### src/rtl/rs_pkg.sv
package rs_pkg;
  // Life cycle of one station slot.
  typedef enum logic [1:0] {
    RS_FREE = 2'd0,  // unallocated
    RS_LIVE = 2'd1,  // allocated, may issue when operands present
    RS_HELD = 2'd2   // issued but kept for possible replay
  } slot_st_e;
endpackage

### src/rtl/rs_alloc.sv
module rs_alloc #(
  parameter int ENTRIES = 8
) (
  input  logic [ENTRIES-1:0] busy,
  output logic [ENTRIES-1:0] pick_oh,
  output logic               any_free
);
  // Lowest-index free slot wins.
  always_comb begin
    logic found;
    found   = 1'b0;
    pick_oh = '0;
    for (int i = 0; i < ENTRIES; i++) begin
      if (!busy[i] && !found) begin
        pick_oh[i] = 1'b1;
        found      = 1'b1;
      end
    end
    any_free = found;
  end
endmodule

### src/rtl/rs_age_select.sv
module rs_age_select #(
  parameter int ENTRIES = 8
) (
  input  logic               clk,
  input  logic               rst,
  input  logic [ENTRIES-1:0] alloc_oh,
  input  logic [ENTRIES-1:0] elig,
  output logic [ENTRIES-1:0] grant
);
  // older[i][j] == 1 : slot i was allocated before slot j
  logic [ENTRIES-1:0] older [ENTRIES];

  always_ff @(posedge clk) begin
    if (rst) begin
      for (int i = 0; i < ENTRIES; i++) older[i] <= '0;
    end else begin
      for (int i = 0; i < ENTRIES; i++) begin
        for (int j = 0; j < ENTRIES; j++) begin
          if (alloc_oh[j] && (i != j)) older[i][j] <= 1'b1;
          else if (alloc_oh[i])        older[i][j] <= 1'b0;
        end
      end
    end
  end

  always_comb begin
    for (int i = 0; i < ENTRIES; i++) begin
      logic blocked;
      blocked = 1'b0;
      for (int j = 0; j < ENTRIES; j++) begin
        if (elig[j] && older[j][i]) blocked = 1'b1;
      end
      grant[i] = elig[i] && !blocked;
    end
  end

  // never more than one winner
  a_r5_single_grant: assert property (@(posedge clk) disable iff (rst)
    $onehot0(grant));
endmodule

### src/rtl/rs_entry.sv
module rs_entry
  import rs_pkg::*;
#(
  parameter int TAG_W  = 6,
  parameter int DATA_W = 16,
  parameter int OP_W   = 4,
  parameter int NBUS   = 2
) (
  input  logic                   clk,
  input  logic                   rst,
  input  logic                   flush,
  input  logic                   alloc,
  input  logic [OP_W-1:0]        d_op,
  input  logic [TAG_W-1:0]       d_dst,
  input  logic                   d_exc,
  input  logic                   d_av,
  input  logic [TAG_W-1:0]       d_atag,
  input  logic [DATA_W-1:0]      d_adata,
  input  logic                   d_bv,
  input  logic [TAG_W-1:0]       d_btag,
  input  logic [DATA_W-1:0]      d_bdata,
  input  logic [NBUS-1:0]        bc_v,
  input  logic [NBUS*TAG_W-1:0]  bc_tag,
  input  logic [NBUS*DATA_W-1:0] bc_data,
  input  logic                   grant,
  input  logic                   fin,
  input  logic                   replay,
  output logic                   busy,
  output logic                   elig,
  output logic [OP_W-1:0]        o_op,
  output logic [TAG_W-1:0]       o_dst,
  output logic [DATA_W-1:0]      o_a,
  output logic [DATA_W-1:0]      o_b
);
  slot_st_e          st;
  logic [OP_W-1:0]   op_q;
  logic [TAG_W-1:0]  dst_q;
  logic              exc_q;
  logic              av_q, bv_q;
  logic [TAG_W-1:0]  atag_q, btag_q;
  logic [DATA_W-1:0] adata_q, bdata_q;

  // Search all buses for a tag; lowest bus index wins on a tie.
  function automatic logic [DATA_W:0] snoop(input logic [TAG_W-1:0] t);
    logic [DATA_W:0] r;
    r = '0;
    for (int k = NBUS-1; k >= 0; k--) begin
      if (bc_v[k] && (bc_tag[k*TAG_W +: TAG_W] == t))
        r = {1'b1, bc_data[k*DATA_W +: DATA_W]};
    end
    return r;
  endfunction

  logic [DATA_W:0] a_hit, b_hit, da_hit, db_hit;
  logic            a_ok, b_ok;

  always_comb begin
    a_hit  = snoop(atag_q);
    b_hit  = snoop(btag_q);
    da_hit = snoop(d_atag);
    db_hit = snoop(d_btag);
    a_ok   = av_q || a_hit[DATA_W];
    b_ok   = bv_q || b_hit[DATA_W];
    o_a    = av_q ? adata_q : a_hit[DATA_W-1:0];
    o_b    = bv_q ? bdata_q : b_hit[DATA_W-1:0];
    busy   = (st != RS_FREE);
    elig   = (st == RS_LIVE) && a_ok && b_ok;
    o_op   = op_q;
    o_dst  = dst_q;
  end

  always_ff @(posedge clk) begin
    if (rst || flush) begin
      st   <= RS_FREE;
      av_q <= 1'b0;
      bv_q <= 1'b0;
    end else if (alloc) begin
      st      <= RS_LIVE;
      op_q    <= d_op;
      dst_q   <= d_dst;
      exc_q   <= d_exc;
      atag_q  <= d_atag;
      btag_q  <= d_btag;
      av_q    <= d_av || da_hit[DATA_W];
      bv_q    <= d_bv || db_hit[DATA_W];
      adata_q <= d_av ? d_adata : da_hit[DATA_W-1:0];
      bdata_q <= d_bv ? d_bdata : db_hit[DATA_W-1:0];
    end else begin
      if (st == RS_LIVE) begin
        if (!av_q && a_hit[DATA_W]) begin
          av_q    <= 1'b1;
          adata_q <= a_hit[DATA_W-1:0];
        end
        if (!bv_q && b_hit[DATA_W]) begin
          bv_q    <= 1'b1;
          bdata_q <= b_hit[DATA_W-1:0];
        end
        if (grant) st <= exc_q ? RS_HELD : RS_FREE;
      end else if (st == RS_HELD) begin
        if (fin)         st <= RS_FREE;
        else if (replay) st <= RS_LIVE;
      end
    end
  end

  // a grant from the selector only reaches a slot holding both operands
  a_r4_grant_has_operands: assert property (@(posedge clk) disable iff (rst)
    grant |-> (a_ok && b_ok));
  // a held slot is never granted
  a_r8_held_no_grant: assert property (@(posedge clk) disable iff (rst)
    (st == RS_HELD) |-> !grant);
endmodule

### src/rtl/rs_wakeup_select.sv
module rs_wakeup_select #(
  parameter int ENTRIES = 8,
  parameter int TAG_W   = 6,
  parameter int DATA_W  = 16,
  parameter int OP_W    = 4,
  parameter int NBUS    = 2,
  localparam int IDX_W  = (ENTRIES > 1) ? $clog2(ENTRIES) : 1
) (
  input  logic                   clk,
  input  logic                   rst,
  input  logic                   flush,
  input  logic                   disp_valid,
  output logic                   disp_ready,
  input  logic [OP_W-1:0]        disp_op,
  input  logic [TAG_W-1:0]       disp_dst,
  input  logic                   disp_may_except,
  input  logic                   disp_a_valid,
  input  logic [TAG_W-1:0]       disp_a_tag,
  input  logic [DATA_W-1:0]      disp_a_data,
  input  logic                   disp_b_valid,
  input  logic [TAG_W-1:0]       disp_b_tag,
  input  logic [DATA_W-1:0]      disp_b_data,
  input  logic [NBUS-1:0]        bc_valid,
  input  logic [NBUS*TAG_W-1:0]  bc_tag,
  input  logic [NBUS*DATA_W-1:0] bc_data,
  input  logic                   fin_valid,
  input  logic [IDX_W-1:0]       fin_slot,
  input  logic                   replay_valid,
  input  logic [IDX_W-1:0]       replay_slot,
  output logic                   iss_valid,
  output logic [IDX_W-1:0]       iss_slot,
  output logic [OP_W-1:0]        iss_op,
  output logic [TAG_W-1:0]       iss_dst,
  output logic [DATA_W-1:0]      iss_a,
  output logic [DATA_W-1:0]      iss_b
);
  logic [ENTRIES-1:0] busy, elig, grant, alloc_oh;
  logic               any_free, accept;
  logic [OP_W-1:0]    e_op  [ENTRIES];
  logic [TAG_W-1:0]   e_dst [ENTRIES];
  logic [DATA_W-1:0]  e_a   [ENTRIES];
  logic [DATA_W-1:0]  e_b   [ENTRIES];

  assign disp_ready = any_free;
  assign accept     = disp_valid && any_free;

  rs_alloc #(.ENTRIES(ENTRIES)) u_alloc (
    .busy     (busy),
    .pick_oh  (alloc_oh),
    .any_free (any_free)
  );

  rs_age_select #(.ENTRIES(ENTRIES)) u_age (
    .clk      (clk),
    .rst      (rst),
    .alloc_oh (alloc_oh & {ENTRIES{accept}}),
    .elig     (elig),
    .grant    (grant)
  );

  for (genvar i = 0; i < ENTRIES; i++) begin : g_slot
    rs_entry #(
      .TAG_W(TAG_W), .DATA_W(DATA_W), .OP_W(OP_W), .NBUS(NBUS)
    ) u_entry (
      .clk     (clk),
      .rst     (rst),
      .flush   (flush),
      .alloc   (accept && alloc_oh[i]),
      .d_op    (disp_op),
      .d_dst   (disp_dst),
      .d_exc   (disp_may_except),
      .d_av    (disp_a_valid),
      .d_atag  (disp_a_tag),
      .d_adata (disp_a_data),
      .d_bv    (disp_b_valid),
      .d_btag  (disp_b_tag),
      .d_bdata (disp_b_data),
      .bc_v    (bc_valid),
      .bc_tag  (bc_tag),
      .bc_data (bc_data),
      .grant   (grant[i]),
      .fin     (fin_valid && (fin_slot == IDX_W'(i))),
      .replay  (replay_valid && (replay_slot == IDX_W'(i))),
      .busy    (busy[i]),
      .elig    (elig[i]),
      .o_op    (e_op[i]),
      .o_dst   (e_dst[i]),
      .o_a     (e_a[i]),
      .o_b     (e_b[i])
    );
  end

  // One-hot mux of the granted slot.
  logic [IDX_W-1:0]  m_slot;
  logic [OP_W-1:0]   m_op;
  logic [TAG_W-1:0]  m_dst;
  logic [DATA_W-1:0] m_a, m_b;

  always_comb begin
    m_slot = '0;
    m_op   = '0;
    m_dst  = '0;
    m_a    = '0;
    m_b    = '0;
    for (int i = 0; i < ENTRIES; i++) begin
      if (grant[i]) begin
        m_slot = IDX_W'(i);
        m_op   = e_op[i];
        m_dst  = e_dst[i];
        m_a    = e_a[i];
        m_b    = e_b[i];
      end
    end
  end

  always_ff @(posedge clk) begin
    if (rst || flush) begin
      iss_valid <= 1'b0;
    end else begin
      iss_valid <= |grant;
    end
    if (|grant) begin
      iss_slot <= m_slot;
      iss_op   <= m_op;
      iss_dst  <= m_dst;
      iss_a    <= m_a;
      iss_b    <= m_b;
    end
  end

  // allocator only ever points at a slot the entries report free
  a_r2_alloc_is_free: assert property (@(posedge clk) disable iff (rst)
    accept |-> ((alloc_oh & busy) == '0));
  // with every slot occupied no dispatch is accepted
  a_r7_full_blocks: assert property (@(posedge clk) disable iff (rst)
    (busy == '1) |-> !disp_ready);
  // a flush leaves nothing behind
  a_r9_flush_clears: assert property (@(posedge clk) disable iff (rst)
    flush |=> ((busy == '0) && !iss_valid));
  // an issue always follows a grant on the previous edge
  a_r4_issue_after_grant: assert property (@(posedge clk) disable iff (rst)
    iss_valid |-> $past(|grant));
endmodule

### config.mk
export PLATFORM = sky130hd
export DESIGN_NAME = rs_wakeup_select
export DESIGN_NICKNAME = d
export VERILOG_FILES = /design/src/rtl/rs_pkg.sv /design/src/rtl/rs_alloc.sv /design/src/rtl/rs_age_select.sv /design/src/rtl/rs_entry.sv /design/src/rtl/rs_wakeup_select.sv
export SDC_FILE = /design/constraint.sdc
export NUM_CORES = 2
export LEC_CHECK = 0
export ABC_AREA = 1
export BUFFER_PORTS_ARGS = -buffer_cell sky130_fd_sc_hd__buf_2
export CORE_MARGIN = 1.5
export CORE_UTILIZATION = 40
export DETAILED_ROUTE_END_ITERATION = 12
export GPL_ROUTABILITY_DRIVEN = 1
export GPL_TIMING_DRIVEN = 0
export HOLD_SLACK_MARGIN = 0.03
export SYNTH_ARGS = -nofsm -noshare
export SYNTH_HDL_FRONTEND = slang
export SYNTH_SLANG_ARGS = --single-unit
### constraint.sdc
create_clock -name clk -period 5.6 [get_ports clk]
set_input_delay 0.56 -clock clk [delete_from_list [all_inputs] [get_ports clk]]
set_output_delay 0.56 -clock clk [all_outputs]
set_load 0.05 [all_outputs]
[After elaboration in Yosys (flattened, before gate mapping)]
Memory sizes are Yosys's and may differ from the RTL's.
Cells that the tools add are included.
Storage, ports and cells
  flip-flop bits (word level): 518
  bits in writable memories: 64
  output and inout port bits: 47
  logic and storage cells: 1299
  memories: 1
Memory list
  u_age.older: words 8, bits a word 8, read ports 8, clocked after Yosys merged registers in 0, wr ports 8, RTL line rs_age_select.sv:11  | logic [ENTRIES-1:0] older [ENTRIES];
Cells by class
  equal/unequal tests: 82
  mux-type cells: 637
  bitwise operators: 122
  reductions and logical operators: 361
Operator list (number)
  2-to-1 mux 16 bit: 82
  2-to-1 mux 17 bit: 36
  2-to-1 mux 1 bit: 451
  equality test 6 bit: 36
  logical AND 1 bit: 172
  OR 1 bit: 120
  2-to-1 mux 2 bit: 50
  AND reduction 3 bit: 32
  nonzero test 2 bit: 40
  2-to-1 mux 6 bit: 8
  AND reduction 2 bit: 24
  nonzero test 3 bit: 16
  zero test 1 bit: 37
  2-to-1 mux 4 bit: 8
  nonzero test 4 bit: 8
  equality test 3 bit, second input constant: 8
  inequality test 3 x 1 -> 1 bit, second input constant: 8
  logical OR 1 bit: 19
  OR reduction 2 bit: 9
  equality test 2 x 1 -> 1 bit, second input constant: 8
  equality test 2 bit, second input constant: 8
  inequality test 2 x 1 -> 1 bit, second input constant: 8
  equality test 3 x 2 -> 1 bit, second input constant: 4
  bitwise AND 8 bit: 1
  other kinds (6): 9

[Depth between registers and ports, before layout]
  depth after elaboration: 29
  depth in mapped cells: 25

[Modules after synthesis]
A second synthesis with hierarchy kept.
Unflattened totals
  cells, all modules: 7374
  area total of the unflattened synthesis: 47805.8 sq um
Modules (own cells, without submodules)
  rs_entry (g_slot[1].u_entry ...): instances 7, cells each 778, area an instance 5039.8 sq um
  rs_entry (g_slot[0].u_entry): instances 1, cells each 777, area an instance 4953.5 sq um
  rs_wakeup_select: instances 1, cells each 793, area an instance 4599.4 sq um
  rs_age_select: instances 1, cells each 340, area an instance 2887.8 sq um
  rs_alloc: instances 1, cells each 18, area an instance 86.3 sq um

[Least setup slack after synthesis]
OpenSTA, ideal clock, no wires.
  path kind: input -> register
  start: in bc_tag[2]
  end: reg iss_a[0], enable pin
  arrival: 3.007 ns
  data required time: 5.035 ns
  path slack: 2.027 ns
  stages: 17
  path buffers: 3
  path through: buf_4 -> buf_6 -> nand2_1 -> o211ai_1 -> nor2_1 -> nand2_2 -> nand3_1 -> nand3_1 -> inv_2 -> nand2_1 -> nand2_1 -> nor2_1 -> nand2_1 -> buf_4 -> nand2_1 -> nor3_2 -> nand2_1
Between the ends
  word-level cells in the longest chain between the ends: 18
  elaborated cells on any way between the ends: 225
RTL lines
  from (decl): RTL line rs_wakeup_select.sv:24  | input logic [NBUS*TAG_W-1:0] bc_tag,
  equality test 6 bit: RTL line rs_entry.sv:48  | if (bc_v[k] && (bc_tag[k*TAG_W +: TAG_W] == t))
  logical AND 1 bit: RTL line rs_entry.sv:48
  2-to-1 mux 17 bit: RTL line rs_entry.sv:48
  logical OR 1 bit: RTL line rs_entry.sv:62  | a_ok = av_q || a_hit[DATA_W];
  logical AND 1 bit (2 in a row): RTL line rs_entry.sv:67  | elig = (st == RS_LIVE) && a_ok && b_ok;
  logical AND 1 bit: RTL line rs_age_select.sv:31  | if (elig[j] && older[j][i]) blocked = 1'b1;
  2-to-1 mux 1 bit (8 in a row): RTL line rs_age_select.sv:31
  zero test 1 bit: RTL line rs_age_select.sv:33  | grant[i] = elig[i] && !blocked;
  logical AND 1 bit: RTL line rs_age_select.sv:33
  OR reduction 8 bit (*): RTL line rs_wakeup_select.sv:122  | if (|grant) begin
  to (signal assigned): RTL line rs_wakeup_select.sv:126  | iss_a <= m_a;
  to (decl): RTL line rs_wakeup_select.sv:34  | output logic [DATA_W-1:0] iss_a,
Mark *: on every way between the ends. The rest lies on a longest branch, timed or not.
A chain may end at the register's enable or synchronous reset.

[Worst setup path in the final report]
  start: in bc_valid[1]
  end: reg iss_a[8], enable pin
Between the ends
  word-level cells in the longest chain between the ends: 18
  elaborated cells on any way between the ends: 225
RTL lines
  from (decl): RTL line rs_wakeup_select.sv:23  | input logic [NBUS-1:0] bc_valid,
  logical AND 1 bit: RTL line rs_entry.sv:48
  2-to-1 mux 17 bit (2 in a row): RTL line rs_entry.sv:48
  logical OR 1 bit: RTL line rs_entry.sv:62
  logical AND 1 bit (2 in a row): RTL line rs_entry.sv:67
  logical AND 1 bit: RTL line rs_age_select.sv:31
  2-to-1 mux 1 bit (8 in a row): RTL line rs_age_select.sv:31
  zero test 1 bit: RTL line rs_age_select.sv:33
  logical AND 1 bit: RTL line rs_age_select.sv:33
  OR reduction 8 bit (*): RTL line rs_wakeup_select.sv:122
Marks and branches as above.

==> impl_metrics.env <==
export IMPL_synth_edff_count=541
export IMPL_cts_htree_levels=3
export IMPL_synth_ff_type="edfxtp_1"
export IMPL_drv_cap=4
export IMPL_grt_overflow_total=0
export IMPL_cts_tree="done"
export IMPL_viasPerCell=5.91
export IMPL_crit_type="in2reg"
export IMPL_worst_slew_pin_slew_ns=1.54
export IMPL_drv_slew=30
export IMPL_p_comb_share_pct=8.4
export IMPL_cellInternalPower_mw=7.43
export IMPL_rrSetupSlack_ns=0.39
export IMPL_finalSetupViolations=0
export IMPL_slew_headroom_pct=-2.56
export IMPL_hp_class="in2reg"
export IMPL_wl_um=173000
export IMPL_synth_net_count=4885
export IMPL_crit_reg2reg_launch="g_slot[5].u_entry.atag_q[5]"
export IMPL_violations="max-capacitance violations, max-slew violations"
export IMPL_yosysTopAreaCellShare_pct=45.0
export IMPL_status="finished with violations"
export IMPL_cp_endpoint="iss_a[8]"
export IMPL_fin_area_sq_mm=0.0407
export IMPL_synth_warnings=0
export IMPL_power_density_mw_per_mm2=249
export IMPL_synth_cell_types=57
export IMPL_grt_pass1_vias=33060
export IMPL_synthTopCellsByCount="nand2_1, edfxtp_1, o21ai_0"
export IMPL_required_ns=5.96
export IMPL_fin_nets=5109
export IMPL_initial_core_util_pct=40.6
export IMPL_reg2reg_depth=16
export IMPL_rows=109
export IMPL_clock_sinks=574
export IMPL_syn_inst=4754
export IMPL_first_pass_iters=8
export IMPL_yosysMostFrequentCell="nand2_1"
export IMPL_track_usage_pct=37.1
export IMPL_peakVddDrop_uv=223
export IMPL_grt_start_max_net_pins=34
export IMPL_final_util_pct=45.8
export IMPL_fin_ws_ns=0.288
export IMPL_critical_path_peak_fanout=33
export IMPL_cts_resized=0
export IMPL_ant_nets=0
export IMPL_p_leak_nw=16.8
export IMPL_ys_top_cells_by_area="edfxtp_1, nand2_1, o21ai_0"
export IMPL_portBuffers=137
export IMPL_synthesis_area_sq_mm=0.0361
export IMPL_clockBufferDepth=3
export IMPL_clkPwrFrac_pct=45.0
export IMPL_postCtsSetupBuffers=0
export IMPL_antenna_found_initial=4
export IMPL_synth_top_area_cell="edfxtp_1"
export IMPL_dp_hpwl_um=128000
export IMPL_drt_wirelength_per_cell_um=27.9
export IMPL_setup_tns_ns=0
export IMPL_cp_end_kind="flop"
export IMPL_p_sw_share_pct=26.6
export IMPL_die_area_sq_mm=0.0920
export IMPL_start_kind="input pin"
export IMPL_rsz0062_at_grt="no"
export IMPL_drc=0
export IMPL_coreArea_sq_mm=0.0889
export IMPL_routed_via_count=36643
export IMPL_cts_hold_buf=0
export IMPL_skew_ns=0.0335
export IMPL_sequentialPowerShare_pct=46.6
export IMPL_switchingPower_mw=2.70
export IMPL_io_pins=162
export IMPL_reg2reg_to="iss_a[8]"
export IMPL_die_h_um=303
export IMPL_max_freq_mhz=188
export IMPL_syn_to_final_growth_pct=12.9
export IMPL_timing_final_hold_violations=0
export IMPL_grt_first_pass_wirelength_um=240000
export IMPL_clock_latency_ns=0.66
export IMPL_syn_avg_cell_area_sq_um=7.59
export IMPL_ys_seq_elements=574
export IMPL_clkTransAtPathRegs_ns=0.05
export IMPL_startpoint="bc_valid[1]"
export IMPL_preCtsSetupSlack_ns=-0.0590
export IMPL_cts_buffers=71
export IMPL_fin_crit_sh_pct=94.8
export IMPL_placed_area_sq_mm=0.0385
export IMPL_drt_iter0_drc=5355
export IMPL_yosysSeqAreaShare_pct=46.9
export IMPL_die_x_um=303
export IMPL_drive_gt1_share_pct=9.28
export IMPL_ys_async_sr_fraction_pct=0
export IMPL_routabilityCongestion=1.03
export IMPL_cp_arrival_ns=5.67
export IMPL_root_buffer="clkbuf_16"
export IMPL_fill_cells=9093
export IMPL_min_period_ns=5.31
-- layout make-up --
cell class / count / area [sq um] / share of cell area, %
antenna: 3 / 7.51 / 0.0184
timing repair buffer: 151 / 890 / 2.18
buffer: 330 / 1520 / 3.73
sequential: 574 / 16900 / 41.5
tap: 1165 / 1460 / 3.58
multi-input combinational: 3444 / 16200 / 39.8
inverter: 406 / 1530 / 3.77
clock inverter: 33 / 278 / 0.682
clock buffer: 94 / 1910 / 4.70
-- layout by cell type (no fill, tap or decap), types with 4 or more instances in the layout --
| master | count |
|---|---|
| mux2i_1 | 30 |
| xor2_1 | 20 |
| buf_2 | 199 |
| clkbuf_16 | 72 |
| nand4_1 | 49 |
| a221oi_1 | 18 |
| clkinv_2 | 6 |
| buf_4 | 22 |
| inv_2 | 18 |
| clkbuf_2 | 6 |
| nand2_2 | 12 |
| nand2_1 | 1710 |
| buf_1 | 27 |
| inv_4 | 4 |
| a22oi_1 | 19 |
| nor2_4 | 8 |
| o21ai_1 | 44 |
| o211ai_1 | 53 |
| a31oi_1 | 13 |
| xnor2_1 | 19 |
| buf_6 | 18 |
| a21oi_1 | 110 |
| a21oi_2 | 11 |
| o31ai_1 | 17 |
| edfxtp_1 | 541 |
| nand3_1 | 293 |
| nand3_2 | 12 |
| nor3_1 | 8 |
| ha_1 | 16 |
| nor2_2 | 17 |
| clkinv_1 | 48 |
| clkbuf_1 | 219 |
| buf_8 | 5 |
| nor2_1 | 246 |
| o22ai_1 | 164 |
| o21ai_0 | 466 |
| or2_2 | 30 |
| inv_1 | 353 |
| a21boi_0 | 29 |
| dfxtp_1 | 33 |
-- per-layer routing --
metal  up-vias  track usage, %  wire [um]
met5         -               0         55
met4         8            22.9      12200
met3       456            8.71      20500
met2      2395            54.0      72300
met1     17359            49.7      68100
li1      16425               -          -
-- sequential cells by signal (all words and copies together) (netlist names), 16 cells and up --
register                count
iss_a                      16
g_slot.u_entry.o_dst       48
g_slot.u_entry.o_op        32
g_slot.u_entry.btag_q      48
g_slot.u_entry.st          16
u_age.older                56
g_slot.u_entry.bdata_q    128
iss_b                      16
g_slot.u_entry.atag_q      48
g_slot.u_entry.adata_q    128
-- power by group through the flow --
stage	combinational, mW	sequential [mW]	clock, mW
after CTS	0.804	4.72	4.56
after global placement	0.788	4.81	0
after floorplan	0.370	4.81	0
after global routing	0.863	4.72	4.72
after detailed placement	0.802	4.81	0
final	0.846	4.72	4.56
-- worst max-delay path, stage by stage --
cell and delay [ns]:
buf_2 0.27, inv_2 0.11, buf_2 0.25, a21oi_1 0.17, nand3_1 0.10, nor2_1 0.44
nand2_1 0.28, nand3_1 0.48, nand3_1 0.22, inv_2 0.15, nand2_1 0.07, nand2_1 0.06
nor2_1 0.04, nand2_1 0.44, buf_4 0.40, nand2_1 0.27, nor3_2 0.47, nand2_2 0.46
buf_12 0.33
-- worst min-delay path by stage --
stage	startpoint	to	slack, ns	cells after the start
final	disp_op[0]	g_slot[0].u_entry.o_op[0]	0.20	1
after global routing	disp_op[0]	g_slot[2].u_entry.o_op[0]	0.21	1
after CTS	disp_op[0]	g_slot[2].u_entry.o_op[0]	0.18	1
after detailed placement	g_slot[2].u_entry.st[1]	g_slot[2].u_entry.st[1]	0.46	2
after global placement	g_slot[5].u_entry.st[1]	g_slot[5].u_entry.st[1]	0.45	2
after floorplan	g_slot[5].u_entry.st[1]	g_slot[5].u_entry.st[1]	0.44	2
-- logic make-up (layout without fill, tap and decap cells) --
logic type | count (synthesis) | after routing | share of synthesized area, %
other | 0 | 3 | 0
adders and majority gates | 16 | 16 | 0.555
buffers and inverters | 736 | 1014 | 8.45
and+or+nand+nor | 2403 | 2403 | 27.2
AOI/OAI and AO/OA | 956 | 956 | 15.1
muxes | 30 | 30 | 0.833
DFF | 574 | 574 | 46.9
xor gates and xnor gates | 39 | 39 | 0.947
-- through the flow --
stage	power, mW	cells	hold slack, ns
floorplan	5.18	4754	0.440
global placement	5.60	6056	0.454
detailed placement	5.61	6069	0.457
CTS	10.1	6196	0.180
global route	10.3	6197	0.212
finish	10.1	6200	0.205
Note: power is estimated with default switching activity, not from simulation.
